**src/rtl/spwm_pkg.sv**
```systemverilog
package spwm_pkg;

    // Sequencer states: rest, address settle, shadow capture, wait for wrap
    typedef enum logic [1:0] {
        SEQ_IDLE   = 2'd0,
        SEQ_SETTLE = 2'd1,
        SEQ_LATCH  = 2'd2,
        SEQ_ARMED  = 2'd3
    } seq_state_e;

    // Wider of two widths, used to size the duty comparator
    function automatic int unsigned wider_of(int unsigned a, int unsigned b);
        return (a > b) ? a : b;
    endfunction

endpackage

```
**src/rtl/spwm_period_counter.sv**
```systemverilog
module spwm_period_counter #(
    parameter  int unsigned PERIOD_LAST = 1919,
    localparam int unsigned CNT_W       = $clog2(PERIOD_LAST + 1)
) (
    input  logic             clk_i,
    input  logic             run_i,
    output logic [CNT_W-1:0] count_o,
    output logic             wrap_o
);

    localparam logic [CNT_W-1:0] LAST_VAL = CNT_W'(PERIOD_LAST);

    logic at_last;

    assign at_last = (count_o == LAST_VAL);

    always_ff @(posedge clk_i) begin
        if (!run_i) begin
            count_o <= '0;
        end else if (at_last) begin
            count_o <= '0;
        end else begin
            count_o <= count_o + 1'b1;
        end
    end

    // Strobe in the final count of a running period
    assign wrap_o = run_i & at_last;

endmodule

```
**src/rtl/spwm_sine_rom.sv**
```systemverilog
module spwm_sine_rom #(
    parameter  int unsigned DEPTH    = 256,
    parameter  int unsigned SAMPLE_W = 10,
    parameter  int unsigned CMP_W    = 16,
    localparam int unsigned IDX_W    = $clog2(DEPTH)
) (
    input  logic             clk_i,
    input  logic [IDX_W-1:0] addr_i,
    output logic [CMP_W-1:0] data_o
);

    localparam real TWO_PI = 6.283185307179586;
    localparam real MID    = ((2.0 ** SAMPLE_W) - 1.0) / 2.0;

    logic [CMP_W-1:0] wave_w [DEPTH];

    // One sine cycle, centred on mid-scale, rounded to nearest
    for (genvar g = 0; g < DEPTH; g++) begin : g_wave
        localparam real ANGLE  = TWO_PI * g / DEPTH;
        localparam int  SAMPLE = int'($floor(MID + MID * $sin(ANGLE) + 0.5));
        assign wave_w[g] = CMP_W'(SAMPLE);
    end

    always_ff @(posedge clk_i) begin
        data_o <= wave_w[addr_i];
    end

endmodule

```
**src/rtl/spwm_sequencer.sv**
```systemverilog
module spwm_sequencer
    import spwm_pkg::*;
#(
    parameter  int unsigned DEPTH    = 256,
    parameter  int unsigned SAMPLE_W = 10,
    parameter  int unsigned CMP_W    = 16,
    localparam int unsigned IDX_W    = $clog2(DEPTH)
) (
    input  logic             clk_i,
    input  logic             run_i,
    input  logic             wrap_i,
    input  logic [CMP_W-1:0] sample_i,
    output logic [IDX_W-1:0] rd_addr_o,
    output logic [IDX_W-1:0] index_o,
    output logic [CMP_W-1:0] compare_o,
    output seq_state_e       state_o
);

    // Entry 0 of a mid-centred sine is always half scale
    localparam logic [CMP_W-1:0] FIRST_SAMPLE = CMP_W'(2 ** (SAMPLE_W - 1));
    localparam logic [IDX_W-1:0] LAST_IDX     = IDX_W'(DEPTH - 1);

    seq_state_e       state_q;
    seq_state_e       state_nx;
    logic [IDX_W-1:0] idx_nx;
    logic [CMP_W-1:0] shadow_q;

    assign idx_nx    = (index_o == LAST_IDX) ? '0 : index_o + 1'b1;
    assign rd_addr_o = idx_nx;
    assign state_o   = state_q;

    // State register
    always_ff @(posedge clk_i) begin
        if (!run_i) begin
            state_q <= SEQ_IDLE;
        end else begin
            state_q <= state_nx;
        end
    end

    // Transitions: start, capture, commit, refetch
    always_comb begin
        state_nx = state_q;
        unique case (state_q)
            SEQ_IDLE:   state_nx = SEQ_LATCH;
            SEQ_SETTLE: state_nx = SEQ_LATCH;
            SEQ_LATCH:  state_nx = SEQ_ARMED;
            SEQ_ARMED:  state_nx = wrap_i ? SEQ_SETTLE : SEQ_ARMED;
            default:    state_nx = SEQ_IDLE;
        endcase
    end

    // Registered outputs: shadow capture and boundary commit
    always_ff @(posedge clk_i) begin
        if (!run_i) begin
            index_o   <= '0;
            compare_o <= FIRST_SAMPLE;
            shadow_q  <= FIRST_SAMPLE;
        end else begin
            unique case (state_q)
                SEQ_LATCH: begin
                    shadow_q <= sample_i;
                end
                SEQ_ARMED: begin
                    if (wrap_i) begin
                        compare_o <= shadow_q;
                        index_o   <= idx_nx;
                    end
                end
                default: begin
                end
            endcase
        end
    end

endmodule

```
**src/rtl/sine_pwm_gen.sv**
```systemverilog
module sine_pwm_gen
    import spwm_pkg::*;
#(
    parameter  int unsigned PERIOD_LAST = 1919,
    parameter  int unsigned DEPTH       = 256,
    parameter  int unsigned SAMPLE_W    = 10,
    parameter  int unsigned CMP_W       = 16,
    localparam int unsigned IDX_W       = $clog2(DEPTH)
) (
    input  logic             clk_i,
    input  logic             rst_i,
    input  logic             en_i,
    output logic             pwm_o,
    output logic             ovf_o,
    output logic [IDX_W-1:0] index_o
);

    localparam int unsigned CNT_W  = $clog2(PERIOD_LAST + 1);
    localparam int unsigned CMPX_W = wider_of(CNT_W, CMP_W);

    logic             run;
    logic [CNT_W-1:0] cnt_q;
    logic [IDX_W-1:0] rd_addr;
    logic [CMP_W-1:0] rom_q;
    logic [CMP_W-1:0] cmp_act;
    seq_state_e       seq_state;

    assign run = en_i & ~rst_i;

    spwm_period_counter #(
        .PERIOD_LAST (PERIOD_LAST)
    ) u_counter (
        .clk_i   (clk_i),
        .run_i   (run),
        .count_o (cnt_q),
        .wrap_o  (ovf_o)
    );

    spwm_sine_rom #(
        .DEPTH    (DEPTH),
        .SAMPLE_W (SAMPLE_W),
        .CMP_W    (CMP_W)
    ) u_rom (
        .clk_i  (clk_i),
        .addr_i (rd_addr),
        .data_o (rom_q)
    );

    spwm_sequencer #(
        .DEPTH    (DEPTH),
        .SAMPLE_W (SAMPLE_W),
        .CMP_W    (CMP_W)
    ) u_seq (
        .clk_i     (clk_i),
        .run_i     (run),
        .wrap_i    (ovf_o),
        .sample_i  (rom_q),
        .rd_addr_o (rd_addr),
        .index_o   (index_o),
        .compare_o (cmp_act),
        .state_o   (seq_state)
    );

    // Single-slope compare: high while count is below the active sample
    assign pwm_o = run & (CMPX_W'(cnt_q) < CMPX_W'(cmp_act));

endmodule

```
**config.mk**
```make
export PLATFORM = sky130hd
export DESIGN_NAME = sine_pwm_gen
export DESIGN_NICKNAME = d
export VERILOG_FILES = /design/src/rtl/spwm_pkg.sv /design/src/rtl/spwm_period_counter.sv /design/src/rtl/spwm_sine_rom.sv /design/src/rtl/spwm_sequencer.sv /design/src/rtl/sine_pwm_gen.sv
export SDC_FILE = /design/constraint.sdc
export NUM_CORES = 1
export LEC_CHECK = 0
export BUFFER_PORTS_ARGS = -buffer_cell sky130_fd_sc_hd__buf_2
export CAP_MARGIN = 20
export CORE_ASPECT_RATIO = 0.75
export CORE_MARGIN = 4
export CORE_UTILIZATION = 56
export CTS_BUF_LIST = sky130_fd_sc_hd__clkbuf_4 sky130_fd_sc_hd__clkbuf_8
export CTS_CLUSTER_DIAMETER = 200
export DETAILED_ROUTE_END_ITERATION = 6
export PLACE_DENSITY = 0.78
export REMOVE_ABC_BUFFERS = 1
export SLEW_MARGIN = 20
export SYNTH_ARGS = -nofsm -noshare
export SYNTH_HDL_FRONTEND = slang
export SYNTH_SLANG_ARGS = --single-unit
export TNS_END_PERCENT = 100
```
**constraint.sdc**
```tcl
create_clock -name clk_i -period 9.8 [get_ports clk_i]
set_clock_uncertainty 0.1 [all_clocks]
set_input_delay 2.94 -clock clk_i [delete_from_list [all_inputs] [get_ports clk_i]]
set_output_delay 2.94 -clock clk_i [all_outputs]
set_load 0.005 [all_outputs]
```
==> results.md <==
* Worst path slowest cell: a2111oi_0
* Buf/Inv on CP at 3
* Fmax at 0.136 GHz
* Antenna violations before repair at 1
* Post-Layout Cell Count at 867
* Unrepaired setup endpoints after global routing: no
* # resized after CTS at 0
* Drt first-iter violations at 1260
* Worst-path clk slew at 80 ps
* Root Driver: clkbuf_8
* Max Cap Viol at 0
* Critical path arrival at 4290 ps
* Average size of a mapped cell at 6.88 um2
* CP endpoint kind: output pin
* Die X at 121 um
* Crit Path Category: input pin to output pin
* Final Max Tran Viols at 0
* Largest net degree at the start of global routing at 54
* I/O Buffers at 12
* Cell Rows at 30
* Cells after synthesis at 780
* Critical Path RT at 6760 ps
* EDFF count, synth at 0
* Startpoint class of the critical path: input pin
* YS warnings at 0
* Crit path max fanout at 29
* Yosys cell types at 82
* Asr flop ratio synth at 0%
* Register Area at 0.00102 mm2
* Die Height at 92.8 um
* Share of layout cells above drive strength 1 at 7.71%
* Most used cell, CP: buf_2
* Max VDD drop at 0.110 mV
* CP Cell Sequence: buf_2 -> nand2b_1 -> buf_4 -> a2111oi_0 -> o21ai_0 -> nand2_1 -> buf_2
* Global-route wire length before repair at 31.8 mm
* # IOs at 13
* Placed cells at 859
* CTS tree: yes
* All-Layer GR Usage at 35.7%
* Fin crit period at 7330 ps
* Top cell type by total area after synthesis: dfxtp_1
* Setup_tns at 0 ps
* Synthesized area at 0.00537 mm2
* CTS max path bufs at 2
* Routability congestion estimate at 1.05
* Vias/cell at 7.42
* Sequential-to-total area share from yosys stat at 19.0%
* Critical Path Max Stage Delay at 500 ps
* Cell Pwr Density at 64.5 mW/mm2
* H-tree levels at 2
* Final setup vio count at 0
* Share of the synthesized area in the top cell type at 19.0%
* Pleak at 0.00196 uW
* Post-DRT Antenna Nets at 0
* Min-delay worst type: flip-flop to flip-flop
* Residual DRC at 0
* Clk_lat worst skew at 310 ps
* ANT cells at 0
* Nets at 766
* Vias in the first global route at 5566
* Hold Violations, Final at 0
* Final global-route overflow total at 0
* DIE AREA at 0.0112 mm2
* Synth Register Bits at 51
* CTS Buf Count at 5
* End-of-flow core utilization at 59.3%
* Core region area at 0.00920 mm2
* Area Overhead vs Synth at 1.59%
* Worst hold slack at 338 ps
* Area of the multi-input gates at 0.00391 mm2
* Wirelength, routed at 20.8 mm
* Effective utilization at floorplan at 58.4%
* Ys flop type: dfxtp_1
* Measured slew at the worst slew-check pin at 1110 ps
* Clock sink total at 51
* Post-CTS Setup Bufs at 0
* Quantity of hold-fixing buffers added after cts at 0
* Final period util at 74.8%
* DR pass1 iterations at 7
* Kind of cell adding the most delay to the critical path: compound AO/OA/AOI/OAI gates
* Synth area leaders: dfxtp_1 (19%), a21oi_1 (7.6%), nand2_1 (7.6%), ha_1 (5.8%), o21ai_0 (5.4%)
* Detail Placement HPWL at 13.9 mm
* Via count at 6437
* Layout fillers at 867
* Max transition margin at 25.6%
* DR WL/cell at 23.9 um
* Status: finished clean
==> metal layers <==
metal / up-vias / global-route usage [%] / share of wire [%] / wire length (um)
met5: - / 0 / 0.063 / 13
met4: 2 / 7.36 / 2.9 / 595
met3: 89 / 14.1 / 16 / 3410
met2: 563 / 50.0 / 39 / 8090
met1: 2994 / 51.2 / 42 / 8650
li1: 2789 / - / - / -
==> where the power goes <==
group | leakage [uW] | total, uW | internal, uW | switching, uW
Sequential | 0.000412 | 209 | 208 | 0.860
Clock | 0.0000549 | 134 | 67.3 | 66.2
Combinational | 0.00149 | 9.07 | 2.70 | 6.37
Total | 0.00196 | 352 | 278 | 73.5
==> cell type report <==
cell class / count / area share [%]
clock buffer: 8 / 1.90
inverter: 23 / 1.58
multi-input combinational: 630 / 71.7
sequential: 51 / 18.7
tap: 128 / 2.94
timing repair buffer: 27 / 3.17
==> cell usage after synthesis (all sizes together) (3+ instances only) <==
| library cell | instances |
|---|---|
| a2111oi | 4 |
| a211oi | 11 |
| a21o | 8 |
| a21oi | 82 |
| a221oi | 15 |
| a22oi | 3 |
| a311oi | 10 |
| a31oi | 15 |
| a32oi | 3 |
| and2 | 3 |
| and3 | 7 |
| buf | 44 |
| clkbuf | 32 |
| dfxtp | 51 |
| ha | 25 |
| inv | 21 |
| nand2 | 110 |
| nand2b | 12 |
| nand3 | 26 |
| nand3b | 3 |
| nand4 | 8 |
| nor2 | 79 |
| nor2b | 5 |
| nor3 | 14 |
| nor4 | 8 |
| o2111ai | 8 |
| o211ai | 13 |
| o21a | 4 |
| o21ai | 63 |
| o221ai | 8 |
| o22ai | 6 |
| o311ai | 4 |
| o31ai | 17 |
| xnor2 | 14 |
| xor2 | 6 |
==> through the flow <==
stage | area [um2] | total power (uW) | worst slack [ps]
floorplan | 4980 | 219 | 2590
global placement | 5340 | 222 | 2540
global route | 5450 | 361 | 2250
CTS | 5450 | 352 | 2470
finish | 5450 | 352 | 2470
detailed placement | 5340 | 223 | 2480
==> cells in the final DEF (no fill, tap or decap), drive strengths merged, types with 15 or more instances in the layout <==
cell | netlist | layout
ha | 25 | 25
nand2 | 110 | 110
inv | 21 | 21
dfxtp | 51 | 51
a31oi | 15 | 15
a21oi | 82 | 82
a221oi | 15 | 15
o31ai | 17 | 17
nand3 | 26 | 26
buf | 44 | 27
nor2 | 79 | 79
o21ai | 63 | 63
==> final timing paths <==
kind | start | end | slack, ps | cells past startpoint
min | u_rom.data_o[0] | u_seq.shadow_q[0] | 340 | 2
max reg2reg | u_seq.index_o[1] | u_rom.data_o[2] | 4830 | 10
max | rst_i | pwm_o | 2470 | 7
min reg2reg | u_rom.data_o[0] | u_seq.shadow_q[0] | 340 | 2
==> cells by family (layout without fill, tap and decap cells) <==
| group | after synthesis | after routing | synth area share [%] |
|---|---|---|---|
| compound gates | 300 | 300 | 37.1 |
| simple gates | 283 | 283 | 24.9 |
| buf+inv | 99 | 58 | 8.79 |
| flops | 51 | 51 | 19.0 |
| fa+ha+maj | 25 | 25 | 5.83 |
| xor+xnor | 20 | 20 | 3.75 |
| mux | 2 | 2 | 0.606 |
==> state kept, by name, indices dropped and copies added, names as in the netlist <==
name,count
u_seq.state_o,2
u_seq.compare_o,10
u_seq.index_o,8
u_rom.data_o,10
u_seq.shadow_q,10
u_counter.count_o,11
==> worst reg2reg max path, delay by kind of cell (launching register included) <==
family / cells / cell delay (ps)
compound gates: 2 / 1160
fa+ha+maj: 1 / 260
buf+inv: 1 / 370
flops: 1 / 720
simple gates: 6 / 2190
Note: power is estimated with default switching activity, not from simulation.
